File: src/rtl/mst_pkg.sv
package mst_pkg;

    localparam int WORD_W     = 16;
    localparam int LANES      = WORD_W / 8;
    localparam int STEP_BYTES = WORD_W / 8;

    typedef logic [WORD_W-1:0] word_t;
    typedef logic [LANES-1:0]  lanes_t;

    typedef enum logic [2:0] {
        ST_IDLE,
        ST_CHECK,
        ST_WRITE,
        ST_CLEAR,
        ST_READ,
        ST_COMPARE,
        ST_FINISH
    } mst_state_e;

    typedef struct packed {
        word_t expected;
        word_t observed;
    } miss_rec_t;

    function automatic lanes_t lane_enables(input logic active);
        return active ? {LANES{1'b1}} : {LANES{1'b0}};
    endfunction

    function automatic logic words_differ(input word_t a, input word_t b);
        return |(a ^ b);
    endfunction

endpackage

File: src/rtl/mst_walker.sv
module mst_walker #(
    parameter int ADDR_W = 24
) (
    input  logic              clk,
    input  logic              rst,
    input  logic              load,
    input  logic              step,
    input  logic [ADDR_W-1:0] top_i,
    input  logic [ADDR_W-1:0] base_i,
    output logic [ADDR_W-1:0] cur_o,
    output logic              at_base_o
);
    localparam logic [ADDR_W-1:0] STEP = ADDR_W'(mst_pkg::STEP_BYTES);

    logic [ADDR_W-1:0] cur_q;
    logic [ADDR_W-1:0] base_q;

    always_ff @(posedge clk) begin
        if (rst) begin
            cur_q  <= '0;
            base_q <= '0;
        end else if (load) begin
            cur_q  <= top_i;
            base_q <= base_i;
        end else if (step) begin
            cur_q  <= cur_q - STEP;
        end
    end

    assign cur_o     = cur_q;
    assign at_base_o = (cur_q <= base_q);
endmodule

File: src/rtl/mst_capture.sv
module mst_capture
    import mst_pkg::*;
(
    input  logic  clk,
    input  logic  rst,
    input  logic  clear,
    input  logic  capture,
    input  word_t rdata,
    output word_t cap_o
);
    word_t cap_q;

    always_ff @(posedge clk) begin
        if (rst || clear) begin
            cap_q <= '0;
        end else if (capture) begin
            cap_q <= rdata;
        end
    end

    assign cap_o = cap_q;
endmodule

File: src/rtl/mst_ctrl.sv
module mst_ctrl
    import mst_pkg::*;
(
    input  logic       clk,
    input  logic       rst,
    input  logic       start,
    input  logic       at_base,
    input  logic       mismatch,
    input  logic       mem_ack,
    output logic       load,
    output logic       step,
    output logic       clear,
    output logic       capture,
    output logic       set_pass,
    output logic       set_fail,
    output logic       req,
    output logic       we,
    output logic       busy,
    output logic       done
);
    mst_state_e state_q, state_d;

    always_ff @(posedge clk) begin
        if (rst) state_q <= ST_IDLE;
        else     state_q <= state_d;
    end

    always_comb begin
        state_d  = state_q;
        load     = 1'b0;
        step     = 1'b0;
        clear    = 1'b0;
        capture  = 1'b0;
        set_pass = 1'b0;
        set_fail = 1'b0;
        unique case (state_q)
            ST_IDLE: begin
                if (start) begin
                    load    = 1'b1;
                    state_d = ST_CHECK;
                end
            end
            ST_CHECK: begin
                if (at_base) begin
                    set_pass = 1'b1;
                    state_d  = ST_FINISH;
                end else begin
                    state_d  = ST_WRITE;
                end
            end
            ST_WRITE: begin
                if (mem_ack) state_d = ST_CLEAR;
            end
            ST_CLEAR: begin
                clear   = 1'b1;
                state_d = ST_READ;
            end
            ST_READ: begin
                if (mem_ack) begin
                    capture = 1'b1;
                    state_d = ST_COMPARE;
                end
            end
            ST_COMPARE: begin
                if (mismatch) begin
                    set_fail = 1'b1;
                    state_d  = ST_FINISH;
                end else begin
                    step     = 1'b1;
                    state_d  = ST_CHECK;
                end
            end
            ST_FINISH: begin
                state_d = ST_IDLE;
            end
            default: state_d = ST_IDLE;
        endcase
    end

    assign req  = (state_q == ST_WRITE) || (state_q == ST_READ);
    assign we   = (state_q == ST_WRITE);
    assign busy = (state_q != ST_IDLE) && (state_q != ST_FINISH);
    assign done = (state_q == ST_FINISH);
endmodule

File: src/rtl/mem_selftest.sv
module mem_selftest
    import mst_pkg::*;
#(
    parameter int ADDR_W = 24
) (
    input  logic              clk,
    input  logic              rst,
    input  logic              start,
    input  logic [ADDR_W-1:0] top_addr,
    input  logic [ADDR_W-1:0] base_addr,
    output logic              busy,
    output logic              done,
    output logic              pass,
    output logic              fail,
    output logic [ADDR_W-1:0] fail_addr,
    output logic [15:0]       fail_expected,
    output logic [15:0]       fail_observed,
    output logic              mem_req,
    output logic              mem_we,
    output logic [ADDR_W-1:0] mem_addr,
    output logic [1:0]        mem_sel,
    output logic [15:0]       mem_wdata,
    input  logic [15:0]       mem_rdata,
    input  logic              mem_ack
);
    logic              load, step, clear, capture, set_pass, set_fail;
    logic              at_base, mismatch;
    logic [ADDR_W-1:0] cur_addr;
    word_t             cap_word;
    word_t             pat_word;
    miss_rec_t         rec_q;
    logic              pass_q, fail_q;
    logic [ADDR_W-1:0] fail_addr_q;

    mst_walker #(.ADDR_W(ADDR_W)) u_walker (
        .clk       (clk),
        .rst       (rst),
        .load      (load),
        .step      (step),
        .top_i     (top_addr),
        .base_i    (base_addr),
        .cur_o     (cur_addr),
        .at_base_o (at_base)
    );

    mst_capture u_capture (
        .clk     (clk),
        .rst     (rst),
        .clear   (clear),
        .capture (capture),
        .rdata   (mem_rdata),
        .cap_o   (cap_word)
    );

    mst_ctrl u_ctrl (
        .clk      (clk),
        .rst      (rst),
        .start    (start),
        .at_base  (at_base),
        .mismatch (mismatch),
        .mem_ack  (mem_ack),
        .load     (load),
        .step     (step),
        .clear    (clear),
        .capture  (capture),
        .set_pass (set_pass),
        .set_fail (set_fail),
        .req      (mem_req),
        .we       (mem_we),
        .busy     (busy),
        .done     (done)
    );

    assign pat_word = cur_addr[WORD_W-1:0];
    assign mismatch = words_differ(cap_word, pat_word);

    always_ff @(posedge clk) begin
        if (rst || load) begin
            pass_q      <= 1'b0;
            fail_q      <= 1'b0;
            fail_addr_q <= '0;
            rec_q       <= '0;
        end else begin
            if (set_pass) pass_q <= 1'b1;
            if (set_fail) begin
                fail_q         <= 1'b1;
                fail_addr_q    <= cur_addr;
                rec_q.expected <= pat_word;
                rec_q.observed <= cap_word;
            end
        end
    end

    assign pass          = pass_q;
    assign fail          = fail_q;
    assign fail_addr     = fail_addr_q;
    assign fail_expected = rec_q.expected;
    assign fail_observed = rec_q.observed;
    assign mem_addr      = cur_addr;
    assign mem_wdata     = pat_word;
    assign mem_sel       = lane_enables(mem_req);
endmodule

File: config.mk
export PLATFORM = sky130hd
export DESIGN_NAME = mem_selftest
export DESIGN_NICKNAME = d
export VERILOG_FILES = /design/src/rtl/mst_pkg.sv /design/src/rtl/mst_walker.sv /design/src/rtl/mst_capture.sv /design/src/rtl/mst_ctrl.sv /design/src/rtl/mem_selftest.sv
export SDC_FILE = /design/constraint.sdc
export NUM_CORES = 1
export LEC_CHECK = 0
export BUFFER_PORTS_ARGS = -buffer_cell sky130_fd_sc_hd__buf_2
export CAP_MARGIN = 15
export CORE_MARGIN = 2
export CORE_UTILIZATION = 30
export DETAILED_ROUTE_END_ITERATION = 12
export GPL_TIMING_DRIVEN = 0
export PLACE_DENSITY = 0.61
export SKIP_CTS_REPAIR_TIMING = 1
export SYNTH_ARGS = -nofsm -noshare
export SYNTH_HDL_FRONTEND = slang
export SYNTH_SLANG_ARGS = --single-unit
File: constraint.sdc
create_clock -name clk -period 6.18 [get_ports clk]
set_input_delay 0.927 -clock clk [delete_from_list [all_inputs] [get_ports clk]]
set_output_delay 0.927 -clock clk [all_outputs]
set_load 0.02 [all_outputs]
== Yosys cells after proc, flatten, opt, wreduce, memory -nomap -nowiden ==
Index checks and enable logic that the tools add are counted.
Operators by class
  add/subtract/negate cells: 1
  magnitude comparators: 1
  eq/ne operators: 10
  muxes and demuxes: 20
  bitwise operators: 1
  reductions and logical operators: 9
Operators with widths (number)
  24-bit two-way mux: 2
  24-bit <= comparator: 1
  24-bit by 2-bit subtractor with 24-bit output, second input constant: 1
  3-bit one-hot mux with 6 select lines: 1
  16-bit OR reduction: 1
  16-bit bitwise XOR: 1
  3-bit two-way mux: 5
  1-bit two-way mux: 11
  3-bit equality test, second input constant: 3
  3-bit by 2-bit equality test with 1-bit output, second input constant: 2
  2-bit inequality test, second input constant: 2
  3-bit by 1-bit equality test with 1-bit output, second input constant: 1
  3-bit logical NOT: 1
  1-bit logical OR: 3
  3-bit inequality test, second input constant: 1
  3-bit AND reduction: 1
  3-bit nonzero test: 1
  2-bit two-way mux: 1
  2-bit by 1-bit inequality test with 1-bit output, second input constant: 1
  2-bit nonzero test: 1
  1-bit logical AND: 1
Storage, ports and cells
  flip-flop bits (word level): 125
  output and inout port bits: 104
  logic and storage cells: 51

== Longest topological paths before layout ==
Gate-level depths: netlist (run 1).
  word-level depth: 6
  gate-level depth with buffers: 9
  depth with buffers taken out: 8

== Cells and area by module ==
A second synthesis (run 1) with hierarchy kept.
Second synthesis, totals
  cells, all modules: 593
  area total of the unflattened synthesis: 5547.8 µm²
Modules (own cells, without submodules)
  mst_walker: instances 1, cells each 312, area an instance 2758.9 µm²
  mem_selftest: instances 1, cells each 192, area an instance 1935.6 µm²
  mst_capture: instances 1, cells each 53, area an instance 581.8 µm²
  mst_ctrl: instances 1, cells each 36, area an instance 271.5 µm²

== Worst setup path after synthesis (run 1) ==
OpenSTA, ideal clock, no wires.
  path kind: register to register
  start: register u_walker.cur_q[3] (netlist: u_walker.cur_o[3])
  end: register u_walker.cur_q[23] (netlist: u_walker.cur_o[23])
  setup time: 0.091 ns
  data arrival time: 2.371 ns
  slack: 3.718 ns
  stages on the path, launching flop included: 8
  buffers on the path: 1
  period minus slack after synthesis: 2.462 ns
  cells stage by stage: dfxtp_1 or4_4 nor4_4 nand2_2 or3_1 buf_2 or4_1 a311oi_1
Between the ends
  word-level cells in the longest chain between the ends: 5
Ends and longest elaborated chain
  start, declared: line mst_walker.sv:15  | logic [ADDR_W-1:0] cur_q;
  start signal, assigned: line mst_walker.sv:23  | cur_q <= top_i;
  start signal, assigned: line mst_walker.sv:26  | cur_q <= cur_q - STEP;
  branches (longest 5 deep; another with 24-bit by 2-bit subtractor with 24-bit output)
Several ways; the timed one is not identified. The select of a mux whose other input is x is not followed.
A chain may end at the register's enable or synchronous reset.

== Worst setup path after layout (run 1) ==
  start: register u_walker.cur_q[8] (netlist: u_walker.cur_o[8])
  end: register fail_addr_q[15] (netlist: fail_addr[15])
Between the ends
  word-level cells in the longest chain between the ends: 4
Ends and longest elaborated chain
  16-bit bitwise XOR: line mst_pkg.sv:30  | return |(a ^ b);
  16-bit OR reduction: line mst_pkg.sv:30
  1-bit two-way mux: line mst_ctrl.sv:65  | if (mismatch) begin
  1-bit two-way mux: line mst_ctrl.sv:36  | unique case (state_q)
  end signal, assigned: line mem_selftest.sv:87  | fail_addr_q <= cur_addr;
  end, declared: line mem_selftest.sv:33  | logic [ADDR_W-1:0] fail_addr_q;
No other way between the ends.

==> metrics, run 1 <==
syn_nets 779; Critical Path RT 6.46 ns; M2 GR Usage between 20 and 30%; GRT met3 Usage a little over 4%; largest family of logic cells by synthesized area simple AND/OR/NAND/NOR gates; Detailed Place HPWL 12930 microns; sequential cell area fraction in the yosys report 40.96%; Hold Path Class reg -> reg; most common cell in the netlist nand2_1; Yosys cell types 46; Routability Congestion 0.8652; worst r2r src u_walker.cur_o[8]; number of max-cap violations 0; drt drc 0; Flop pwr share 35.7%; area grow syn2layout 27.17%; fin util 39.04%; Design Area, Final 6775 sq um; headroom to the max-slew limit 59.66%; final WL 16930 microns; Initial Utilization 30.69%; num rows 48; top cells by area, synth dfxtp_1 (41%), nand2_1 (13%), a21oi_1 (8.9%); Sw Ratio between 40% and 50%; clock transition at the registers of the reported paths roughly 0.07 ns; Clock Path Buffers 2; Worst EP arrival 3.16 ns; average cell area after synthesis 7.766 sq um; Top Usage Layer GRT met2; core area 17360 sq um; Die Wd 137.3 microns; Final Max Tran Viols 0; Post-Place Cell Area between 6000 and 7000 sq um; Post-Synth Simple-Gate Area 23.72%; CTS sink cnt 109; EDFF count, synth 0; final global-route overflow total 0; share of layout cells above drive strength 1 26.49%; die area roughly 19000 sq um; Slew @ Worst Pin around 0.59 ns; mux cell area share after synthesis 0%; initial antenna violation count 1; clock network power share about a fifth; crit path max fanout 10; final antenna-violating net count 0; Clk Tree Root Cell clkbuf_16; final hold vios 0; commonest cells in the netlist nand2_1 (179), dfxtp_1 (109), a21oi_1 (95); CTS buffer count 9; H-tree levels 3; Ys Warns 0; Final min period 2.874 ns; PortBufs 170; vias in the first global route 4656; Hold Path Stages 2; Fin Setup TNS 0 ns; final setup fails 0; Boundary Pins 172; Leak 2.959 nW; RSZ-0062 raised after global routing false; CTS tree done; Die Y-Extent 137.3 microns; outcome finished clean; CP startpoint kind flip-flop; Via Count 5112; antenna diode count 0; total track usage roughly 18%; Vias/cell between 4 and 5; final worst-path cycle share 46.51%; Crit Path Category reg -> reg; Pre-Repair DR Iteration Count 5; Cell Area, Synth around 5300 sq um; hold_sp fail_addr[17]; drt wl/cell 15.43 microns; CP endpoint kind flip-flop; Worst VDD drop 214.7 uV; first-pass GRT wire length 24940 microns; ys async rst share 0%; clk_skew between 0.006 and 0.007 ns; max frequency 0.3479 GHz; Combinational Power Share 43.3%; Top FF cell, synth dfxtp_1; met1 Use GR 23.28%; power per cell area approximately 440 nW/um^2; net switching power between 1 and 1.5 mW; Internal 1.678 mW; Post-Synth Adder-Cell Area 5.871%; Synth Area in XOR/XNOR slightly above 5%; Cells after Synth 686; hold slack 0.4505 ns; flops & latches, synth 109; Critical Path Start u_walker.cur_o[8]; clk_lat worst skew ~0.36 ns; Tot Pwr between 2 and 3 mW; largest net degree at the start of global routing 18; Compound-Gate Fraction of Synth Area about 15%; DR iter-0 viols slightly below 300; Synth area leader dfxtp_1; area share of the largest cell type after synthesis between 40% and 50%; Layout Nets 960; Filler cells 1855; R2R depth 8
## worst paths after layout
| kind | end | slack (ns) |
|---|---|---|
| worst min register to register | fail_addr[17] | 0.45 |
| worst max-delay path | fail_addr[15] | 3.31 |
| worst max register to register | fail_addr[15] | 3.31 |
| worst min-delay path | fail_addr[17] | 0.45 |
## registers in the layout (all words and copies together) (netlist names)
signal / count
fail_observed: 16
u_walker.base_q: 24
u_walker.cur_o: 24
fail_addr: 9
fail_expected: 15
u_ctrl.state_q: 3
pass: 1
fail: 1
u_capture.cap_o: 16
## power by group through the flow
stage	combinational, mW	clock, mW	sequential [mW]
6_report	1.29	0.625	1.06
4_1_cts	1.30	0.636	1.07
3_5_place_dp	1.29	0	1.08
2_1_floorplan	0.858	0	1.06
5_1_grt	1.45	0.662	1.08
3_3_place_gp	1.28	0	1.08
## metrics by stage
stage,instances,setup WS [ns]
floorplan,686,3.718
global placement,1081,3.332
detailed placement,1081,3.227
CTS,1097,3.250
global route,1097,3.022
finish,1097,3.306
## routing by layer
metal,vias to the layer above,share of wire (%)
met3,29,6.9
li1,2628,-
met2,185,45
met4,2,2.2
met5,-,0.077
met1,2268,45
## logic make-up (layout without fill, tap and decap cells)
| logic type | Yosys count | count (layout) |
|---|---|---|
| fa+ha+maj | 25 | 25 |
| simple gates | 282 | 282 |
| flops | 109 | 109 |
| xor+xnor | 31 | 31 |
| compound gates | 136 | 136 |
| buf+inv | 103 | 289 |
## cells in the final DEF (no fill, tap or decap), types with 10 or more instances in the layout
cell,synthesis,final
nor2_1,40,40
nand2_1,179,179
clkbuf_1,35,35
ha_1,25,25
buf_2,2,172
xor2_1,22,22
a211oi_1,17,17
buf_4,34,34
nor4_1,10,10
inv_1,29,29
dfxtp_1,109,109
a21oi_1,95,95
## cell type report
| type | instances | area (sq um) | area share (%) |
|---|---|---|---|
| Multi-Input combinational cell | 474 | 2629 | 38.80 |
| Sequential cell | 109 | 2182 | 32.21 |
| Timing Repair Buffer | 170 | 850.8 | 12.56 |
| Buffer | 74 | 407.9 | 6.020 |
| Tap cell | 225 | 281.5 | 4.155 |
| Clock buffer | 9 | 225.2 | 3.324 |
| Inverter | 29 | 108.9 | 1.607 |
| Clock inverter | 7 | 90.09 | 1.330 |
## worst max-delay path: stages, from the launching register on
cell,delay [ns]
dfxtp_1,0.68
xor2_1,0.14
nor4_1,0.37
nand4_1,0.30
clkbuf_1,0.31
nand2_1,0.26
clkbuf_1,0.48
nand2_1,0.11
a21oi_1,0.14
Power figures use the tool's default switching activity.
==> inputs of run 2 (changes only) <==
--- a/config.mk
+++ b/config.mk
@@ -5,13 +5,14 @@
 export SDC_FILE = /design/constraint.sdc
 export NUM_CORES = 1
 export LEC_CHECK = 0
+export ABC_AREA = 1
 export BUFFER_PORTS_ARGS = -buffer_cell sky130_fd_sc_hd__buf_2
 export CAP_MARGIN = 15
 export CORE_MARGIN = 2
 export CORE_UTILIZATION = 30
 export DETAILED_ROUTE_END_ITERATION = 12
 export GPL_TIMING_DRIVEN = 0
-export PLACE_DENSITY = 0.61
+export PLACE_DENSITY = 0.62
 export SKIP_CTS_REPAIR_TIMING = 1
 export SYNTH_ARGS = -nofsm -noshare
 export SYNTH_HDL_FRONTEND = slang
==> constraint.sdc (replaced) <==
create_clock -name clk -period 2.6 [get_ports clk]
set_input_delay 0.39 -clock clk [delete_from_list [all_inputs] [get_ports clk]]
set_output_delay 0.39 -clock clk [all_outputs]
set_load 0.02 [all_outputs]
==> run 2 against run 1 <==
Against the previous run: global-route usage increased by 1.2 points; final area increased by 8.5%; critical path type unchanged; non-clock buffer count unchanged; critical endpoint is now fail_expected[3].
==> metrics, run 2 <==
ys async rst share 0% (unchanged); total track usage 18.82% (was 17.63%); die area 20710 sq um (was 18840 sq um); Top FF cell, synth dfxtp_1 (unchanged); largest family of logic cells by synthesized area simple AND/OR/NAND/NOR gates (unchanged); Layout Nets 1138 (was 960); Design Area, Final 7352 sq um (was 6775 sq um); antenna diode count 0 (unchanged); hold slack 0.2650 ns (was 0.4505 ns); Synth Area in XOR/XNOR 2.386% (was 5.096%); drt drc 0 (unchanged); Hold Path Stages 3 (was 2); H-tree levels 3 (unchanged); Compound-Gate Fraction of Synth Area 13.63% (was 14.65%); Post-Synth Simple-Gate Area 28.29% (was 23.72%); final hold vios 0 (unchanged); WP buf/inv 3 (was 2); final worst-path cycle share 83.36% (was 46.51%); top cells by area, synth dfxtp_1 (37%), nand2_1 (11%), nor2_1 (10%) (was dfxtp_1 (41%), nand2_1 (13%), a21oi_1 (8.9%)); clk_skew 0.01978 ns (was 0.006975 ns); initial antenna violation count 0 (was 1); Worst path most repeated cell nand2_1; Routability Congestion 0.9159 (was 0.8652); headroom to the max-slew limit 60.05% (was 59.66%); crit path max fanout 10 (unchanged); Cell Chain, Critical Path inv_2, nand2_1, nand2_1, a21oi_1, nand2_1, nor2_2, nand2_1, nand2_2, inv_2, clkbuf_8, nor2_1, nor2_1 (was xor2_1, nor4_1, nand4_1, clkbuf_1, nand2_1, clkbuf_1, nand2_1, a21oi_1); final setup fails 0 (unchanged); drt wl/cell 14.72 microns (was 15.43 microns); outcome finished clean (unchanged); num rows 51 (was 48); Worst EP arrival 2.42 ns (was 3.16 ns); final WL 19360 microns (was 16930 microns); Via Count 5981 (was 5112); average cell area after synthesis 6.805 sq um (was 7.766 sq um); Clock Path Buffers 2 (unchanged); core area 19330 sq um (was 17360 sq um); Crit Reg-Reg Endpoint fail_expected[3] (was fail_addr[15]); RSZ-0062 raised after global routing false (unchanged); Vias/cell 4.548 (was 4.660); commonest non-fill, non-tap cells in the layout buf_2 (185), nand2_1 (167), nor2_1 (164), dfxtp_1 (109), o21ai_0 (80) (was nand2_1 (179), buf_2 (172), dfxtp_1 (109), a21oi_1 (95), nor2_1 (40)); slowest cell on the critical path dfxtp_1 (unchanged); Slew @ Worst Pin 0.5992 ns (was 0.5898 ns); Yosys cell types 31 (was 46); Cell Area, Synth 5873 sq um (was 5328 sq um); largest net degree at the start of global routing 21 (was 18); final global-route overflow total 0 (unchanged); clk_lat worst skew 0.37 ns (was 0.36 ns); share of layout cells above drive strength 1 25.24% (was 26.49%); Clk Tree Root Cell clkbuf_16 (unchanged); area share of the largest cell type after synthesis 37.15% (was 40.96%); Cells after Synth 863 (was 686); CTS tree done (unchanged); Post-Place Cell Area 7061 sq um (was 6460 sq um); max frequency 0.4614 GHz (was 0.3479 GHz); Initial Utilization 30.38% (was 30.69%); delay-heaviest family, CP simple AND/OR/NAND/NOR gates (unchanged); Fin Setup TNS 0 ns (unchanged); Leak 3.730 nW (was 2.959 nW); R2R depth 12 (was 8); Pre-Repair DR Iteration Count 5 (unchanged); most common cell after layout, fill and taps aside buf_2 (was nand2_1); worst r2r src u_walker.cur_o[14] (was u_walker.cur_o[8]); number of max-cap violations 0 (unchanged); Final Max Tran Viols 0 (unchanged); flops & latches, synth 109 (unchanged); CTS buffer count 9 (unchanged); Final min period 2.167 ns (was 2.874 ns); CP startpoint kind flip-flop (unchanged); vias in the first global route 5334 (was 4656); most common cell in the netlist nand2_1 (unchanged); Boundary Pins 172 (unchanged); hold_sp mem_rdata[9] (was fail_addr[17]); Die Wd 143.9 microns (was 137.3 microns); commonest cells in the netlist nand2_1 (167), nor2_1 (164), dfxtp_1 (109) (was nand2_1 (179), dfxtp_1 (109), a21oi_1 (95)); Crit path largest cell delay 0.68 ns (about the same); Detailed Place HPWL 14930 microns (was 12930 microns); final antenna-violating net count 0 (unchanged); sequential cell area fraction in the yosys report 37.15% (was 40.96%); first-pass GRT wire length 29330 microns (was 24940 microns); Tot Pwr 8.981 mW (was 2.980 mW); Synth area leader dfxtp_1 (unchanged); Die Y-Extent 143.9 microns (was 137.3 microns); Ys Warns 0 (unchanged); Filler cells 2163 (was 1855); Worst VDD drop 486.7 uV (was 214.7 uV); PortBufs 171 (was 170); Critical Path RT 2.85 ns (was 6.46 ns); fin util 38.03% (was 39.04%); EDFF count, synth 0 (unchanged); area grow syn2layout 25.18% (was 27.17%); mux cell area share after synthesis 0% (unchanged); clock transition at the registers of the reported paths 0.09 ns (was 0.07 ns); DR iter-0 viols 306 (was 298); syn_nets 956 (was 779); CTS sink cnt 109 (unchanged); Min-Delay Endpoint u_capture.cap_o[9] (was fail_addr[17]); power per cell area 1222 nW/um^2 (was 439.8 nW/um^2); Hold Path Class in -> reg (was reg -> reg); CP endpoint kind flip-flop (unchanged); Post-Synth Adder-Cell Area 5.326% (was 5.871%); R2R Setup Slk 0.43 ns (was 3.31 ns); Crit Path Category reg -> reg (unchanged)
## run 2: layout make-up
| type | count | area [sq um] | area share [%] |
|---|---|---|---|
| clock inverters | 7 | 66.31 | 0.9020 |
| inverters | 78 | 292.8 | 3.982 |
| plain buffers | 73 | 483.0 | 6.569 |
| multi-input cells | 603 | 2915 | 39.65 |
| flip-flops and latches | 109 | 2182 | 29.68 |
| well taps | 265 | 331.6 | 4.510 |
| repair buffers | 171 | 855.8 | 11.64 |
| clock buffers | 9 | 225.2 | 3.063 |
## run 2: metrics by stage
stage,setup slack (ns),cells
after floorplan,0.9078,863
after global routing,0.2532,1315
after detailed placement,0.4425,1299
final,0.4327,1315
after global placement,0.5036,1299
after CTS,0.4240,1315
## run 2: logic make-up (layout without fill, tap and decap cells)
| kind of cell | count (synthesis) | in the layout |
|---|---|---|
| flip-flops | 109 | 109 |
| AND/OR/NAND/NOR | 405 | 405 |
| XOR/XNOR | 16 | 16 |
| adder cells (fa/ha/maj) | 25 | 25 |
| AO/OA/AOI/OAI | 157 | 157 |
| buffers and inverters | 151 | 338 |
## run 2: worst min-delay path: stages
cell and delay [ns]:
buf_2 0.10, nand2_1 0.05, a21oi_1 0.05
## run 2: report_power, final
part / internal (mW) / switching (mW) / total [mW]
combinational: 1.78 / 3.13 / 4.91
clock: 0.675 / 0.705 / 1.38
sequential: 2.07 / 0.625 / 2.69
total: 4.52 / 4.46 / 8.98
## run 2: worst max-delay path by stage
stage / cells after the start / start / end
final: 12 / u_walker.cur_o[14] / fail_expected[3]
after global routing: 9 / u_walker.cur_o[6] / fail_observed[5]
after CTS: 12 / u_walker.cur_o[14] / fail_expected[3]
after detailed placement: 12 / u_walker.cur_o[14] / fail_expected[3]
after global placement: 12 / u_walker.cur_o[10] / fail_expected[3]
after floorplan: 11 / u_walker.cur_o[9] / fail_expected[3]
## run 2: layer usage
metal / routed length [microns] / GRT usage, % / part of all wire (%) / up-vias
met5: 0 / 0 / 0 / -
met4: 314 / 4.954 / 1.6 / 0
met3: 1142 / 3.332 / 5.9 / 25
met2: 9169 / 32.06 / 47 / 172
met1: 8734 / 24.53 / 45 / 2690
li1: - / - / - / 3094
